--- src/rtl/seg_load_unit.sv ---
module seg_load_unit (
  input  logic        clk,
  input  logic        rst_n,
  input  logic        tbl_wr,
  input  logic [31:0] tbl_base,
  input  logic [15:0] tbl_size,
  input  logic        ld_req,
  input  logic [2:0]  ld_reg,
  input  logic [15:0] ld_sel,
  output logic        busy,
  output logic        done,
  output logic        fault,
  output logic [1:0]  fault_code,
  output logic [1:0]  cpl,
  input  logic [2:0]  rd_idx,
  output logic [15:0] rd_sel,
  output logic [31:0] rd_base,
  output logic [31:0] rd_limit,
  output logic [11:0] rd_attr,
  output logic        rd_usable,
  output logic        mem_req,
  output logic        mem_we,
  output logic [31:0] mem_addr,
  output logic [31:0] mem_wdata,
  input  logic        mem_ack,
  input  logic [31:0] mem_rdata
);
  localparam int NSEG = 6;
  localparam logic [1:0] GP = 2'd1, NP = 2'd2;

  typedef enum logic [1:0] {S_IDLE, S_LO, S_HI, S_WB} st_t;
  st_t st;

  logic [31:0] gbase, daddr, lo_q, hi_q;
  logic [15:0] gsize, nsel;
  logic [2:0]  tgt;
  logic [15:0] sel_q  [NSEG];
  logic [31:0] base_q [NSEG];
  logic [31:0] lim_q  [NSEG];
  logic [11:0] attr_q [NSEG];
  logic [NSEG-1:0] use_q;

  wire [15:0] off      = {ld_sel[15:3], 3'b000};
  wire        is_null  = (ld_sel[15:3] == 13'd0);
  wire        strict   = (ld_reg == 3'd0) || (ld_reg == 3'd2);
  wire        over     = ({1'b0, off} + 17'd7) > {1'b0, gsize};
  wire        accept   = (st == S_IDLE) && ld_req && (ld_reg < 3'd6);

  wire [31:0] hi_w     = (st == S_WB) ? hi_q : mem_rdata;
  wire        is_code  = hi_w[11];
  wire        type_ok  = (tgt == 3'd0) ? is_code : (!is_code || hi_w[9]);
  wire        gp_hi    = !hi_w[12] || !type_ok;
  wire        np_hi    = !hi_w[15];
  wire [19:0] raw_lim  = {hi_w[19:16], lo_q[15:0]};
  wire [31:0] dec_lim  = hi_w[23] ? {raw_lim, 12'hFFF} : {12'h000, raw_lim};
  wire [31:0] dec_base = {hi_w[31:24], hi_w[7:0], lo_q[31:16]};
  wire        hi_ok    = (st == S_HI) && mem_ack && !gp_hi && !np_hi;
  wire        commit   = (hi_ok && hi_w[8]) || ((st == S_WB) && mem_ack);

  assign busy      = (st != S_IDLE);
  assign mem_req   = busy;
  assign mem_we    = (st == S_WB);
  assign mem_addr  = daddr + ((st == S_LO) ? 32'd0 : 32'd4);
  assign mem_wdata = hi_q | 32'h0000_0100;
  assign cpl       = sel_q[0][1:0];

  wire rd_ok = (rd_idx < 3'd6);
  assign rd_sel    = rd_ok ? sel_q[rd_idx]  : 16'h0;
  assign rd_base   = rd_ok ? base_q[rd_idx] : 32'h0;
  assign rd_limit  = rd_ok ? lim_q[rd_idx]  : 32'h0;
  assign rd_attr   = rd_ok ? attr_q[rd_idx] : 12'h0;
  assign rd_usable = rd_ok && use_q[rd_idx];

  always_ff @(posedge clk) begin
    if (!rst_n) begin
      st <= S_IDLE;
      gbase <= '0; gsize <= '0; daddr <= '0; lo_q <= '0; hi_q <= '0;
      nsel <= '0; tgt <= '0; done <= 1'b0; fault <= 1'b0; fault_code <= '0;
      use_q <= '0;
      for (int k = 0; k < NSEG; k++) begin
        sel_q[k] <= '0; base_q[k] <= '0; lim_q[k] <= '0; attr_q[k] <= '0;
      end
    end else begin
      done <= 1'b0;
      fault <= 1'b0;
      fault_code <= 2'd0;
      if (tbl_wr) begin
        gbase <= tbl_base;
        gsize <= tbl_size;
      end
      case (st)
        S_IDLE: if (accept) begin
          tgt   <= ld_reg;
          nsel  <= ld_sel;
          daddr <= gbase + {16'h0, off};
          if (is_null && strict) begin
            fault <= 1'b1; fault_code <= GP;
          end else if (is_null) begin
            sel_q[ld_reg]  <= ld_sel;
            base_q[ld_reg] <= '0;
            lim_q[ld_reg]  <= '0;
            attr_q[ld_reg] <= '0;
            use_q[ld_reg]  <= 1'b0;
            done <= 1'b1;
          end else if (over) begin
            fault <= 1'b1; fault_code <= GP;
          end else begin
            st <= S_LO;
          end
        end
        S_LO: if (mem_ack) begin
          lo_q <= mem_rdata;
          st   <= S_HI;
        end
        S_HI: if (mem_ack) begin
          hi_q <= mem_rdata;
          if (gp_hi) begin
            fault <= 1'b1; fault_code <= GP; st <= S_IDLE;
          end else if (np_hi) begin
            fault <= 1'b1; fault_code <= NP; st <= S_IDLE;
          end else if (!mem_rdata[8]) begin
            st <= S_WB;
          end
        end
        default: ;
      endcase
      if (commit) begin
        sel_q[tgt]  <= nsel;
        base_q[tgt] <= dec_base;
        lim_q[tgt]  <= dec_lim;
        attr_q[tgt] <= {hi_w[23:20], hi_w[15:9], 1'b1};
        use_q[tgt]  <= 1'b1;
        done <= 1'b1;
        st   <= S_IDLE;
      end
    end
  end

  assert_req_held_R2: assert property (@(posedge clk) disable iff (!rst_n)
    (mem_req && !mem_ack) |=> (mem_req && $stable(mem_addr) && $stable(mem_we)));

  assert_null_not_in_cs_R3: assert property (@(posedge clk) disable iff (!rst_n)
    (done && tgt == 3'd0) |-> use_q[0]);

  assert_wb_sets_accessed_R7: assert property (@(posedge clk) disable iff (!rst_n)
    (mem_req && mem_we) |-> mem_wdata[8]);

  assert_cs_is_code_R8: assert property (@(posedge clk) disable iff (!rst_n)
    (done && tgt == 3'd0) |-> attr_q[0][3]);

  assert_end_not_busy_R11: assert property (@(posedge clk) disable iff (!rst_n)
    (done || fault) |-> (!busy && !(done && fault)));

  assert_fault_has_code_R6: assert property (@(posedge clk) disable iff (!rst_n)
    fault |-> (fault_code == GP || fault_code == NP));

  for (genvar g = 0; g < NSEG; g++) begin : g_hold
    assert_reg_hold_R6: assert property (@(posedge clk) disable iff (!rst_n)
      !done |-> ($stable(sel_q[g]) && $stable(base_q[g]) && $stable(use_q[g])));
  end
endmodule

--- config.mk ---
export PLATFORM = sky130hd
export DESIGN_NAME = seg_load_unit
export DESIGN_NICKNAME = d
export VERILOG_FILES = /design/src/rtl/seg_load_unit.sv
export SDC_FILE = /design/constraint.sdc
export NUM_CORES = 1
export LEC_CHECK = 0
export BUFFER_PORTS_ARGS = -buffer_cell sky130_fd_sc_hd__buf_2
export CAP_MARGIN = 0
export CORE_UTILIZATION = 55
export DETAILED_ROUTE_END_ITERATION = 6
export PLACE_DENSITY = 0.79
export SLEW_MARGIN = 20
export SYNTH_ARGS = -nofsm -noshare
export SYNTH_HDL_FRONTEND = slang
export SYNTH_SLANG_ARGS = --single-unit
--- constraint.sdc ---
create_clock -name clk -period 17.29 [get_ports clk]
set_input_delay 0.8645 -clock clk [delete_from_list [all_inputs] [get_ports clk]]
set_output_delay 0.8645 -clock clk [all_outputs]
set_load 0.05 [all_outputs]
==> flow_summary.ini <==
[critical_path]
slowest_stage = nand3b_4
worstPathArrival_ps = 6760
crit_chain = ha_2, buf_4, mux2i_2, a211o_1, o31ai_4, nand2_4, clkinv_2, nand3b_4, inv_2, a31oi_2, buf_4, nand2_4, buf_4
max_stage_delay_ps = 840
required_ps = 17510
critPathMaxFanout = 71
critical_path.top_delay_family = buffers and inverters
crit_buf_inv = 5
worstSetupEndpointType = register
critPathLaunchType = register
criticalPathCategory = reg2reg
cp_common_cell = buf_4

[clocking]
root_buffer = clkbuf_16
ctsHtreeMaxLevel = 3
cts_tree = yes
path_clk_slew_ps = 60
cts_setup_buffers = 0
clkLatencyLatePin_ps = 630
cts_resized = 0
cts_made_buffers = 74
cts.sinks = 727
clockBufferDepth = 3
cts-hold-fix-buffers = 0

[placed_design]
place_hpwl_um = 53300
dpl_cell_area_mm2 = 0.03412
port_buffers = 271
globalplace.congestion = 0.9004
pre_cts_ws_ps = 10800

[logic_synthesis]
synth_top_cell_area_share_pct = 51.12
yosysWarnings = 0
synth_seq_area_share_pct = 61.92
yosys.area_share.adder_pct = 1.296
synthMuxAreaShare_pct = 12.14
synthXorXnorAreaFrac_pct = 1.107
yosys.area.top_type = edfxtp_1
synthArstFlopShare_pct = 0
synth_compound_area_share_pct = 5.930
synth_area_leaders = edfxtp_1, dfxtp_1, nor2_1
yosys.area_share.simple_pct = 12.58
synth_top_family_by_area = simple AND/OR/NAND/NOR gates
syn_avg_cell_area_um2 = 11.78
synth_edf_count = 552
netlist_instances = 2752
synth_cell_types = 68
synth_flop_cell = edfxtp_1
syn_nets = 2892
ys_seq_elements = 727
syn_area_mm2 = 0.03243

[detailed_routing]
wl_um = 87100
drt_iter0_drc = 2703
via_per_inst = 6.013
vias = 22550
antenna_left = 0
wl_per_cell_um = 23.23
first_pass_iters = 7
drcViolationCount = 0

[global_routing]
grt_pass1_vias = 22590
antenna_found_initial = 4
grt_most_used_layer = met2
gr-usage-all-layers_pct = 29.02
use_met2_pct = 48.28
grt_pass1_wl_um = 130900
grt_max_degree = 89
use_met1_pct = 36.95
gr-usage-met3_pct = 5.970
grt-ovfl-total = 0

[layout]
drive_above_1_share_pct = 18.28
design_area_mm2 = 0.03644
nFillCells = 4253
final_util_pct = 62.80
final_common_cell = nor2_1
syn_to_final_growth_pct = 12.38
nNetsFinal = 3062
final_cell_mix = nor2_1, edfxtp_1, buf_2

[power_and_ir_drop]
clock_power_share_pct = 38.9
intPower_mw = 2.943
netSwitchingPower_mw = 1.027
p_total_mw = 3.970
ir_drop_mv = 0.09236
leakage_nw = 14.09
switching_share_pct = 25.88
p_comb_share_pct = 11.2
p_seq_share_pct = 49.9
pwr_density_cell_mw_per_mm2 = 108.9

[timing]
timing.final.ws_setup_ps = 10760
final-setup-viol-count = 0
finalMaxSlewViolations = 0
clock.fmax_mhz = 153.1
min_period_over_period_pct = 37.78
hold_viol_final = 0
min_period_ps = 6532
final.setup.tns_ps = 0
rsz0062_at_grt = false
tightest_slew_ps = 1144
clock_skew_ps = 31.84
slew_headroom_pct = 23.75

[die]
core_area_mm2 = 0.05803
initial_core_util_pct = 55.88
boundaryPins = 273
die_width_um = 244.8
rows = 88
dieHeight_um = 244.8
dieArea_mm2 = 0.05993

[flow_run]
max-cap-violations = 0

[worst_hold_path]
hp-class = reg2reg

[outcome]
status = finished clean
power by group through the flow:
stage | Clock [mW] | Sequential, mW | Combinational, mW
after global placement | 0 | 2.01 | 0.432
final | 1.54 | 1.98 | 0.444
after floorplan | 0 | 2.01 | 0.313
after CTS | 1.55 | 1.98 | 0.442
after global routing | 1.62 | 1.99 | 0.470
after detailed placement | 0 | 2.02 | 0.440
final timing paths:
| kind | from | to | slack [ps] | depth (start not counted) |
|---|---|---|---|---|
| max | st[0]$_SDFFE_PP0P_ | attr_q[4][6]$_SDFFCE_PN0P_ | 10760 | 13 |
| min | use_q[2]$_SDFF_PN0_ | use_q[2]$_SDFF_PN0_ | 450 | 2 |
| max reg2reg | st[0]$_SDFFE_PP0P_ | attr_q[4][6]$_SDFFCE_PN0P_ | 10760 | 13 |
| min reg2reg | use_q[2]$_SDFF_PN0_ | use_q[2]$_SDFF_PN0_ | 450 | 2 |
worst min-delay path: cells and delay by family (launching register included):
family | cells | cell delay [ps]
and+or+nand+nor | 2 | 110
DFF | 1 | 310
metal layers:
| layer | share of wire (%) | up-vias |
|---|---|---|
| met4 | 3.9 | 2 |
| met5 | 0.010 | - |
| li1 | - | 10030 |
| met3 | 11 | 220 |
| met2 | 49 | 1337 |
| met1 | 36 | 10960 |
flip-flops by register name, summed over array words and instances (netlist names):
signal	cells
use_q	6
nsel	16
tgt	3
attr_q	72
fault	1
lo_q	32
sel_q	96
gbase	32
base_q	192
daddr	32
gsize	16
hi_q	32
st	2
done	1
lim_q	192
fault_code	2
cell families (layout without fill, tap and decap cells):
group,after synthesis,in the layout
muxes,275,275
buffers and inverters,375,604
xor gates and xnor gates,41,41
and+or+nand+nor,981,981
adders and majority gates,33,33
DFF,727,727
other,1,5
AOI/OAI and AO/OA,319,319
Yosys cell counts, drive strengths merged (37+ instances only):
master / count
mux4: 93
edfxtp: 552
nor2: 591
o21ai: 37
mux2i: 178
clkbuf: 103
inv: 166
o22ai: 92
nand2: 245
buf: 105
a21oi: 127
dfxtp: 175
area by class of cell:
type	instances	area [um2]	area share [%]
sequential	727	20080	55.10
multi-input combinational	1650	10820	29.69
clock inverter	35	286.5	0.7862
antenna	4	10.01	0.02747
clock buffer	100	2031	5.572
tap	765	957.2	2.627
timing repair buffer	302	1628	4.467
inverter	167	630.6	1.730
stage by stage:
step | hold slack (ps) | std cells
after floorplan | 418.8 | 2752
after global placement | 430.6 | 3609
after detailed placement | 440.7 | 3611
after CTS | 450.7 | 3746
after global routing | 474.8 | 3747
final | 453.1 | 3750
No activity file was read; power rests on OpenSTA's default activity.
